--- config.mk ---
export PLATFORM = sky130hd
export DESIGN_NAME = lrsc_monitor
export DESIGN_NICKNAME = d
export VERILOG_FILES = /design/src/rtl/lrsc_pkg.sv /design/src/rtl/lrsc_rst_sync.sv /design/src/rtl/lrsc_resv_reg.sv /design/src/rtl/lrsc_sc_judge.sv /design/src/rtl/lrsc_monitor.sv
export SDC_FILE = /design/constraint.sdc
export NUM_CORES = 1
export LEC_CHECK = 0
export ABC_AREA = 1
export CAP_MARGIN = 20
export CORE_MARGIN = 4
export CORE_UTILIZATION = 36
export DETAILED_ROUTE_END_ITERATION = 16
export PLACE_DENSITY_LB_ADDON = 0.3
export RECOVER_POWER = 50
export SYNTH_ARGS = -nofsm -noshare
export SYNTH_HDL_FRONTEND = slang
export SYNTH_SLANG_ARGS = --single-unit
--- constraint.sdc ---
create_clock -name clk -period 6.5 [get_ports clk]
set_clock_uncertainty 0.05 [all_clocks]
set_input_delay 1.3 -clock clk [delete_from_list [all_inputs] [get_ports clk]]
set_output_delay 1.3 -clock clk [all_outputs]
set_load 0.02 [all_outputs]
--- src/rtl/lrsc_pkg.sv ---
package lrsc_pkg;

  typedef enum logic [1:0] {
    ACC_BYTE  = 2'd0,
    ACC_HALF  = 2'd1,
    ACC_WORD  = 2'd2,
    ACC_DWORD = 2'd3
  } acc_size_e;

  localparam int unsigned LEN_W = 4;

  // byte length of an access: 1 << size code
  function automatic logic [LEN_W-1:0] size_to_len(acc_size_e s);
    return LEN_W'(1) << s;
  endfunction

  // condition-field layout: [3:2] zero, [1] performed, [0] overflow copy
  function automatic logic [3:0] make_crf(logic performed, logic so);
    return {2'b00, performed, so};
  endfunction

endpackage

--- src/rtl/lrsc_rst_sync.sv ---
module lrsc_rst_sync #(
  parameter int unsigned STAGES = 2
) (
  input  logic clk,
  input  logic arst_n,
  output logic srst_n
);

  logic [STAGES-1:0] chain_q;

  always_ff @(posedge clk or negedge arst_n) begin
    if (!arst_n) begin
      chain_q <= '0;
    end else begin
      chain_q <= {chain_q[STAGES-2:0], 1'b1};
    end
  end

  assign srst_n = chain_q[STAGES-1];

endmodule

--- src/rtl/lrsc_resv_reg.sv ---
module lrsc_resv_reg
  import lrsc_pkg::*;
#(
  parameter int unsigned AW = 64
) (
  input  logic           clk,
  input  logic           rst_n,
  input  logic           set_i,
  input  logic [AW-1:0]  set_addr_i,
  input  acc_size_e      set_size_i,
  input  logic           drop_i,
  output logic           valid_o,
  output logic [AW-1:0]  addr_o,
  output acc_size_e      size_o
);

  logic          valid_q, valid_d;
  logic [AW-1:0] addr_q, addr_d;
  acc_size_e     size_q, size_d;
  logic          valid_en, rec_en;

  // a new reservation outranks any drop in the same cycle
  always_comb begin
    valid_en = set_i | drop_i;
    rec_en   = set_i;
    valid_d  = set_i;
    addr_d   = set_addr_i;
    size_d   = set_size_i;
  end

  always_ff @(posedge clk or negedge rst_n) begin
    if (!rst_n) begin
      valid_q <= 1'b0;
    end else if (valid_en) begin
      valid_q <= valid_d;
    end
  end

  always_ff @(posedge clk or negedge rst_n) begin
    if (!rst_n) begin
      addr_q <= '0;
      size_q <= ACC_BYTE;
    end else if (rec_en) begin
      addr_q <= addr_d;
      size_q <= size_d;
    end
  end

  assign valid_o = valid_q;
  assign addr_o  = addr_q;
  assign size_o  = size_q;

endmodule

--- src/rtl/lrsc_sc_judge.sv ---
module lrsc_sc_judge
  import lrsc_pkg::*;
#(
  parameter int unsigned AW    = 64,
  parameter int unsigned SLICE = 16
) (
  input  logic           clk,
  input  logic           rst_n,
  input  logic           sc_req_i,
  input  logic [AW-1:0]  sc_addr_i,
  input  acc_size_e      sc_size_i,
  input  logic           sc_so_i,
  input  logic           held_valid_i,
  input  logic [AW-1:0]  held_addr_i,
  input  acc_size_e      held_size_i,
  output logic           done_o,
  output logic           wen_o,
  output logic [3:0]     crf_o
);

  localparam int unsigned NSLICE = (AW + SLICE - 1) / SLICE;
  localparam int unsigned PW     = NSLICE * SLICE;

  logic [PW-1:0]     sc_pad, held_pad;
  logic [NSLICE-1:0] slice_eq;
  logic              addr_eq, size_eq, performed;

  assign sc_pad   = PW'(sc_addr_i);
  assign held_pad = PW'(held_addr_i);

  // address compare split into slices so each term stays shallow
  for (genvar g = 0; g < NSLICE; g++) begin : g_cmp
    assign slice_eq[g] = (sc_pad[g*SLICE +: SLICE] == held_pad[g*SLICE +: SLICE]);
  end

  logic          done_d, wen_d;
  logic [3:0]    crf_d;
  logic          done_q, wen_q;
  logic [3:0]    crf_q;

  always_comb begin
    addr_eq   = &slice_eq;
    size_eq   = (sc_size_i == held_size_i);
    performed = held_valid_i & size_eq & addr_eq;
    done_d    = sc_req_i;
    wen_d     = sc_req_i & performed;
    crf_d     = sc_req_i ? make_crf(performed, sc_so_i) : 4'b0000;
  end

  always_ff @(posedge clk or negedge rst_n) begin
    if (!rst_n) begin
      done_q <= 1'b0;
      wen_q  <= 1'b0;
      crf_q  <= 4'b0000;
    end else begin
      done_q <= done_d;
      wen_q  <= wen_d;
      crf_q  <= crf_d;
    end
  end

  assign done_o = done_q;
  assign wen_o  = wen_q;
  assign crf_o  = crf_q;

endmodule

--- src/rtl/lrsc_monitor.sv ---
module lrsc_monitor
  import lrsc_pkg::*;
#(
  parameter int unsigned AW = 64
) (
  input  logic          clk,
  input  logic          rst_n,
  input  logic          lr_req,
  input  logic [AW-1:0] lr_addr,
  input  logic [1:0]    lr_size,
  input  logic          sc_req,
  input  logic [AW-1:0] sc_addr,
  input  logic [1:0]    sc_size,
  input  logic          sc_so,
  input  logic          resv_clr,
  output logic          sc_done,
  output logic          st_wen,
  output logic [3:0]    sc_crf,
  output logic          resv_valid,
  output logic [AW-1:0] resv_addr,
  output logic [3:0]    resv_len
);

  logic          core_rst_n;
  logic          held_valid;
  logic [AW-1:0] held_addr;
  acc_size_e     held_size;

  lrsc_rst_sync #(.STAGES(2)) i_rst_sync (
    .clk    (clk),
    .arst_n (rst_n),
    .srst_n (core_rst_n)
  );

  lrsc_resv_reg #(.AW(AW)) i_resv (
    .clk        (clk),
    .rst_n      (core_rst_n),
    .set_i      (lr_req),
    .set_addr_i (lr_addr),
    .set_size_i (acc_size_e'(lr_size)),
    .drop_i     (sc_req | resv_clr),
    .valid_o    (held_valid),
    .addr_o     (held_addr),
    .size_o     (held_size)
  );

  lrsc_sc_judge #(.AW(AW), .SLICE(16)) i_judge (
    .clk          (clk),
    .rst_n        (core_rst_n),
    .sc_req_i     (sc_req),
    .sc_addr_i    (sc_addr),
    .sc_size_i    (acc_size_e'(sc_size)),
    .sc_so_i      (sc_so),
    .held_valid_i (held_valid),
    .held_addr_i  (held_addr),
    .held_size_i  (held_size),
    .done_o       (sc_done),
    .wen_o        (st_wen),
    .crf_o        (sc_crf)
  );

  assign resv_valid = held_valid;
  assign resv_addr  = held_addr;
  assign resv_len   = size_to_len(held_size);

endmodule

# Word-level counts from Yosys, hierarchy flattened

Index checks and enable logic that the tools add are counted.
W data, S select, Z words.

Flip-flop bits (word level): 75
Output and inout bits: 75
Input bits: 138
Memory bits (read-only): 0
Memories: 0
Latch bits: 0
RAM bits: 0

Reduce and logical (&&, ||, !) cells: 1
Add/subtract/negate cells: 0
Shift-type cells: 1
Multipliers: 0
Multiplexer cells: 1
Equality and inequality tests: 5
Divide/modulo/power cells: 0
Magnitude comparators: 0
Bitwise operators: 5

Operators by type and width:

| operator              | number |
|---|---|
| $eq A16 B16 Y1        | 4 |
| $reduce_and A4 Y1     | 1 |
| $shl A1 B2 Y4 const A | 1 |
| $and A1 B1 Y1         | 3 |
| $eq A2 B2 Y1          | 1 |
| $mux W2               | 1 |
| $or A1 B1 Y1          | 2 |

# Depth between registers and ports, before layout

Depth after elaboration: 4
Gate-level depth with buffers: 10
Depth with buffers taken out: 10

# Cells and area by module

A second synthesis with hierarchy kept.

Cells, all modules: 596
Area, all modules: 3926.3 um2

Modules (own cells, without submodules):

| module        | cells an instance | area an instance (um2) | instances |
|---|---|---|---|
| lrsc_resv_reg | 283               | 2516.2                 | 1 |
| lrsc_sc_judge | 300               | 1318.8                 | 1 |
| lrsc_rst_sync | 3                 | 53.8                   | 1 |
| lrsc_monitor  | 10                | 37.5                   | 1 |

# Least setup slack after synthesis

Ideal clock, no wire load.

Kind: register to output
Start: register i_resv.size_q[1], in the netlist i_resv.size_o[1]
End: output port resv_len[2]
Stages on the path, launching flop included: 3
Setup slack: 4.436 ns
Arrival: 0.714 ns
Buffers on the path: 0
Data required time: 5.150 ns
Cell sequence: dfrtp_1 inv_2 nor2_1

Cells in the longest elaborated chain, start to end: 1

Ends and longest elaborated chain:

| what                     | RTL line            | source |
|---|---|---|
| start: declaration       | lrsc_resv_reg.sv:19 | `acc_size_e size_q, size_d;` |
| start signal: assignment | lrsc_resv_reg.sv:45 | `size_q <= size_d;` |
| $shl A1 B2 Y4            | lrsc_pkg.sv:14      | `return LEN_W'(1) << s;` |
| end: declaration         | lrsc_monitor.sv:21  | `output logic [3:0] resv_len` |

No other way between the ends.

# Final worst setup path

Same ends and word-level chain as after synthesis.

==> PnR_summary.wiki <==
{| class="wikitable"
! Metric !! Value
|-
| Status || finished, violations left
|-
| Violations in the final reports || capacitance limit, slew limit
|-
| Initial standard-cell utilization of the core || 37.5%
|-
| Leakage || 2.95 nW
|-
| Register area || 0.00180 mm²
|-
| Half-perimeter wire length of the detailed placement result || 9.12 mm
|-
| M3 GR Usage || 4.17%
|-
| Critical setup path kind || reg -> out
|-
| Sequential share of the synthesized area || 48.3%
|-
| Portion of the clock cycle consumed by the worst path in the final layout || 43.8%
|-
| Number of placed instances with taps included || 848
|-
| Clock latency on the worst-skew pair || 340 ps
|-
| Routed wirelength normalized by instance count || 13.6 µm
|-
| Remaining global-route overflow || 0
|-
| FP Rows || 36
|-
| Total stage count of the critical path || 3
|-
| Largest incremental delay on the critical path || 600 ps
|-
| Vias per cell || 4.45
|-
| Core area || 0.00995 mm²
|-
| Mapped cell area || 0.00373 mm²
|-
| Global routing usage summed across all routing layers || 19.2%
|-
| Cells on worst reg2reg path || 0
|-
| Setup violators final || 0
|-
| Number of nets in the layout || 864
|-
| Commonest cells after routing, fill and taps aside || 225 x sky130_fd_sc_hd__nand2_1, 207 x sky130_fd_sc_hd__clkdlybuf4s50_1, 72 x sky130_fd_sc_hd__dfrtp_1
|-
| Slowest CP cell || sky130_fd_sc_hd__clkdlybuf4s50_1
|-
| Via count of the first global-routing pass || 3,841
|-
| Sink of the worst hold path || i_rst_sync.chain_q[1]
|-
| Count of antenna-violating nets left after detailed routing || 0
|-
| Clock slew seen by the registers of the worst setup and hold paths || 80 ps
|-
| Required time at the worst-slack endpoint || 5150 ps
|-
| # Max-Cap Violations || 1
|-
| Count of buffers added by post-CTS timing repair for setup || 0
|-
| M1 GR Usage || 25.1%
|-
| Post-route setup TNS || 0 ps
|-
| Maximum net fanout on the critical path || 5
|-
| Number of warning messages in the yosys log || 0
|-
| Class of the worst hold path || reg -> reg
|-
| Fillers || 884
|-
| WP buf/inv || 2
|-
| Quantity of gates resized following cts || 0
|-
| Number of remaining DRC errors || 0
|-
| Most common cell after layout, fill and taps aside || sky130_fd_sc_hd__nand2_1
|-
| Count of antenna diodes in the layout || 0
|-
| Initial DRT Pass Iterations || 5
|-
| Critical path capture point type || output pin
|-
| Global-route track usage on met2 || 30.8%
|-
| Worst-Margin Slew || 2770 ps
|-
| Crit path launch || i_resv.size_o[1]
|-
| PwrDens || 208 mW/mm²
|-
| FF-to-FF End || i_resv.addr_o[2]
|-
| Die span in x || 110 µm
|-
| Minimum clock period || 2840 ps
|-
| Relative slew slack || -84.8%
|-
| Num ports || 213
|-
| Setup slack of the worst register-to-register path || 3670 ps
|-
| Wire length of the first global-routing pass || 18.0 mm
|-
| Unique masters post-synth || 19
|-
| Family with the most delay on the worst path || buffers and inverters
|-
| Number of synthesized register bits || 72
|-
| Initial DRC Count || 163
|-
| Final hold violation count || 0
|-
| CTS tree || built
|-
| Depth of the worst hold-timing path || 0
|-
| Arrival time of data at the critical path endpoint || 1490 ps
|-
| Die span in y || 110 µm
|-
| Worst hold margin || 320 ps
|-
| Startpoint of the lowest-slack hold path || i_rst_sync.chain_q[0]
|-
| Syn Inst Count || 521
|-
| Beginning of the worst register-to-register path || i_rst_sync.chain_q[1]
|-
| Post-CTS Hold Fix Bufs || 0
|-
| Finished Core Util || 61.6%
|-
| Total power after layout || 1.27 mW
|-
| Timing-limited maximum frequency || 352 MHz
|-
| Syn-to-layout area delta || 64.2%
|-
| Average footprint of a synthesized cell || 7.16 µm²
|-
| Total CTS buffers || 9
|-
| Placer congestion estimate || 0.815
|-
| Layout cells sized above 1 || 4.38%
|-
| Cell at the root of the clock tree || sky130_fd_sc_hd__clkbuf_8
|-
| Number of buffer cells added on primary ports || 210
|-
| Worst-case clock buffer depth || 2
|-
| Highest ir drop seen on vdd || 0.0956 mV
|-
| Setup repair after global routing missed its margin || no
|-
| Setup crit start kind || flop
|-
| Vias post-DR || 3,839
|-
| Maximum level of the CTS H-tree || 3
|-
| Crit-path cells || inv_2 -> nor2_1 -> clkdlybuf4s50_1
|-
| Area occupied by multi-input gates || 0.00154 mm²
|-
| Antenna violations before repair || 0
|-
| Die ar. || 0.0121 mm²
|-
| Clock net sink count || 72
|-
| Final wirelength || 11.7 mm
|-
| Largest net degree at the start of global routing || 109
|-
| GRT Max-Usage Layer || met2
|-
| Total count of max-transition violations in the final report || 71
|-
| Final non-filler cell total || 863
|}
[worst max path at each step]
| stage | endpoint |
|---|---|
| final | resv_len[2] |
| after global routing | i_resv.addr_o[53] |
| after floorplan | i_judge.crf_o[0] |
| after detailed placement | i_resv.addr_o[36] |
| after global placement | i_resv.addr_o[7] |
| after CTS | resv_len[2] |
[cells in the mapped netlist]
| cell | instances | area, µm² |
|---|---|---|
| sky130_fd_sc_hd__nand2_1 | 225 | 845 |
| sky130_fd_sc_hd__nand4_1 | 3 | 18.8 |
| sky130_fd_sc_hd__o21ai_1 | 12 | 60.1 |
| sky130_fd_sc_hd__dfrtp_1 | 72 | 1800 |
| sky130_fd_sc_hd__a21oi_1 | 1 | 5.00 |
| sky130_fd_sc_hd__clkbuf_1 | 5 | 18.8 |
| sky130_fd_sc_hd__buf_4 | 6 | 45.0 |
| sky130_fd_sc_hd__o22ai_1 | 8 | 50.1 |
| sky130_fd_sc_hd__inv_2 | 11 | 41.3 |
| sky130_fd_sc_hd__nor2_1 | 29 | 109 |
| sky130_fd_sc_hd__nand2_2 | 2 | 12.5 |
| sky130_fd_sc_hd__o31ai_1 | 1 | 7.51 |
| sky130_fd_sc_hd__nand3_1 | 3 | 15.0 |
| sky130_fd_sc_hd__xnor2_1 | 19 | 166 |
| sky130_fd_sc_hd__o21ai_0 | 43 | 215 |
| sky130_fd_sc_hd__inv_1 | 69 | 259 |
| sky130_fd_sc_hd__conb_1 | 2 | 7.51 |
| sky130_fd_sc_hd__nor2_2 | 4 | 25.0 |
| sky130_fd_sc_hd__buf_2 | 6 | 30.0 |
[flip-flops by register name, indices dropped and copies added (netlist names)]
register	flops
i_resv.size_o	2
i_rst_sync.chain_q	2
i_resv.addr_o	64
i_resv.valid_o	1
i_judge.crf_o	2
i_judge.done_o	1
[cells by family after synthesis]
logic type / synth area share, %
flip-flops: 48.3
AND/OR/NAND/NOR: 27.5
other: 0.201
buffers and inverters: 10.6
AO/OA/AOI/OAI: 9.05
XOR/XNOR: 4.46
[where the power goes]
part	internal, mW	switching [mW]	total, mW
logic	0.185	0.162	0.348
clock network	0.235	0.166	0.401
registers	0.486	0.0394	0.526
[through the flow]
stage	setup slack [ps]	instance area [µm²]
floorplan	4300	3740
global placement	3570	5910
detailed placement	3500	5910
CTS	3630	6130
global route	3050	6130
finish	3660	6130
[layout make-up]
cell class,instances,share of cell area (%)
inverter,80,4.90
sequential,72,29.4
multi-input combinational,353,25.1
clock buffer,12,2.53
timing repair buffer,210,34.3
tap,133,2.72
clock inverter,3,1.06
[metal layers]
layer | vias up | part of all wire (%)
li1 | 1970 | -
met1 | 1689 | 43
met2 | 156 | 47
met3 | 24 | 7.2
met4 | 0 | 2.6
met5 | - | 0
Note: power is estimated with default switching activity, not from simulation.
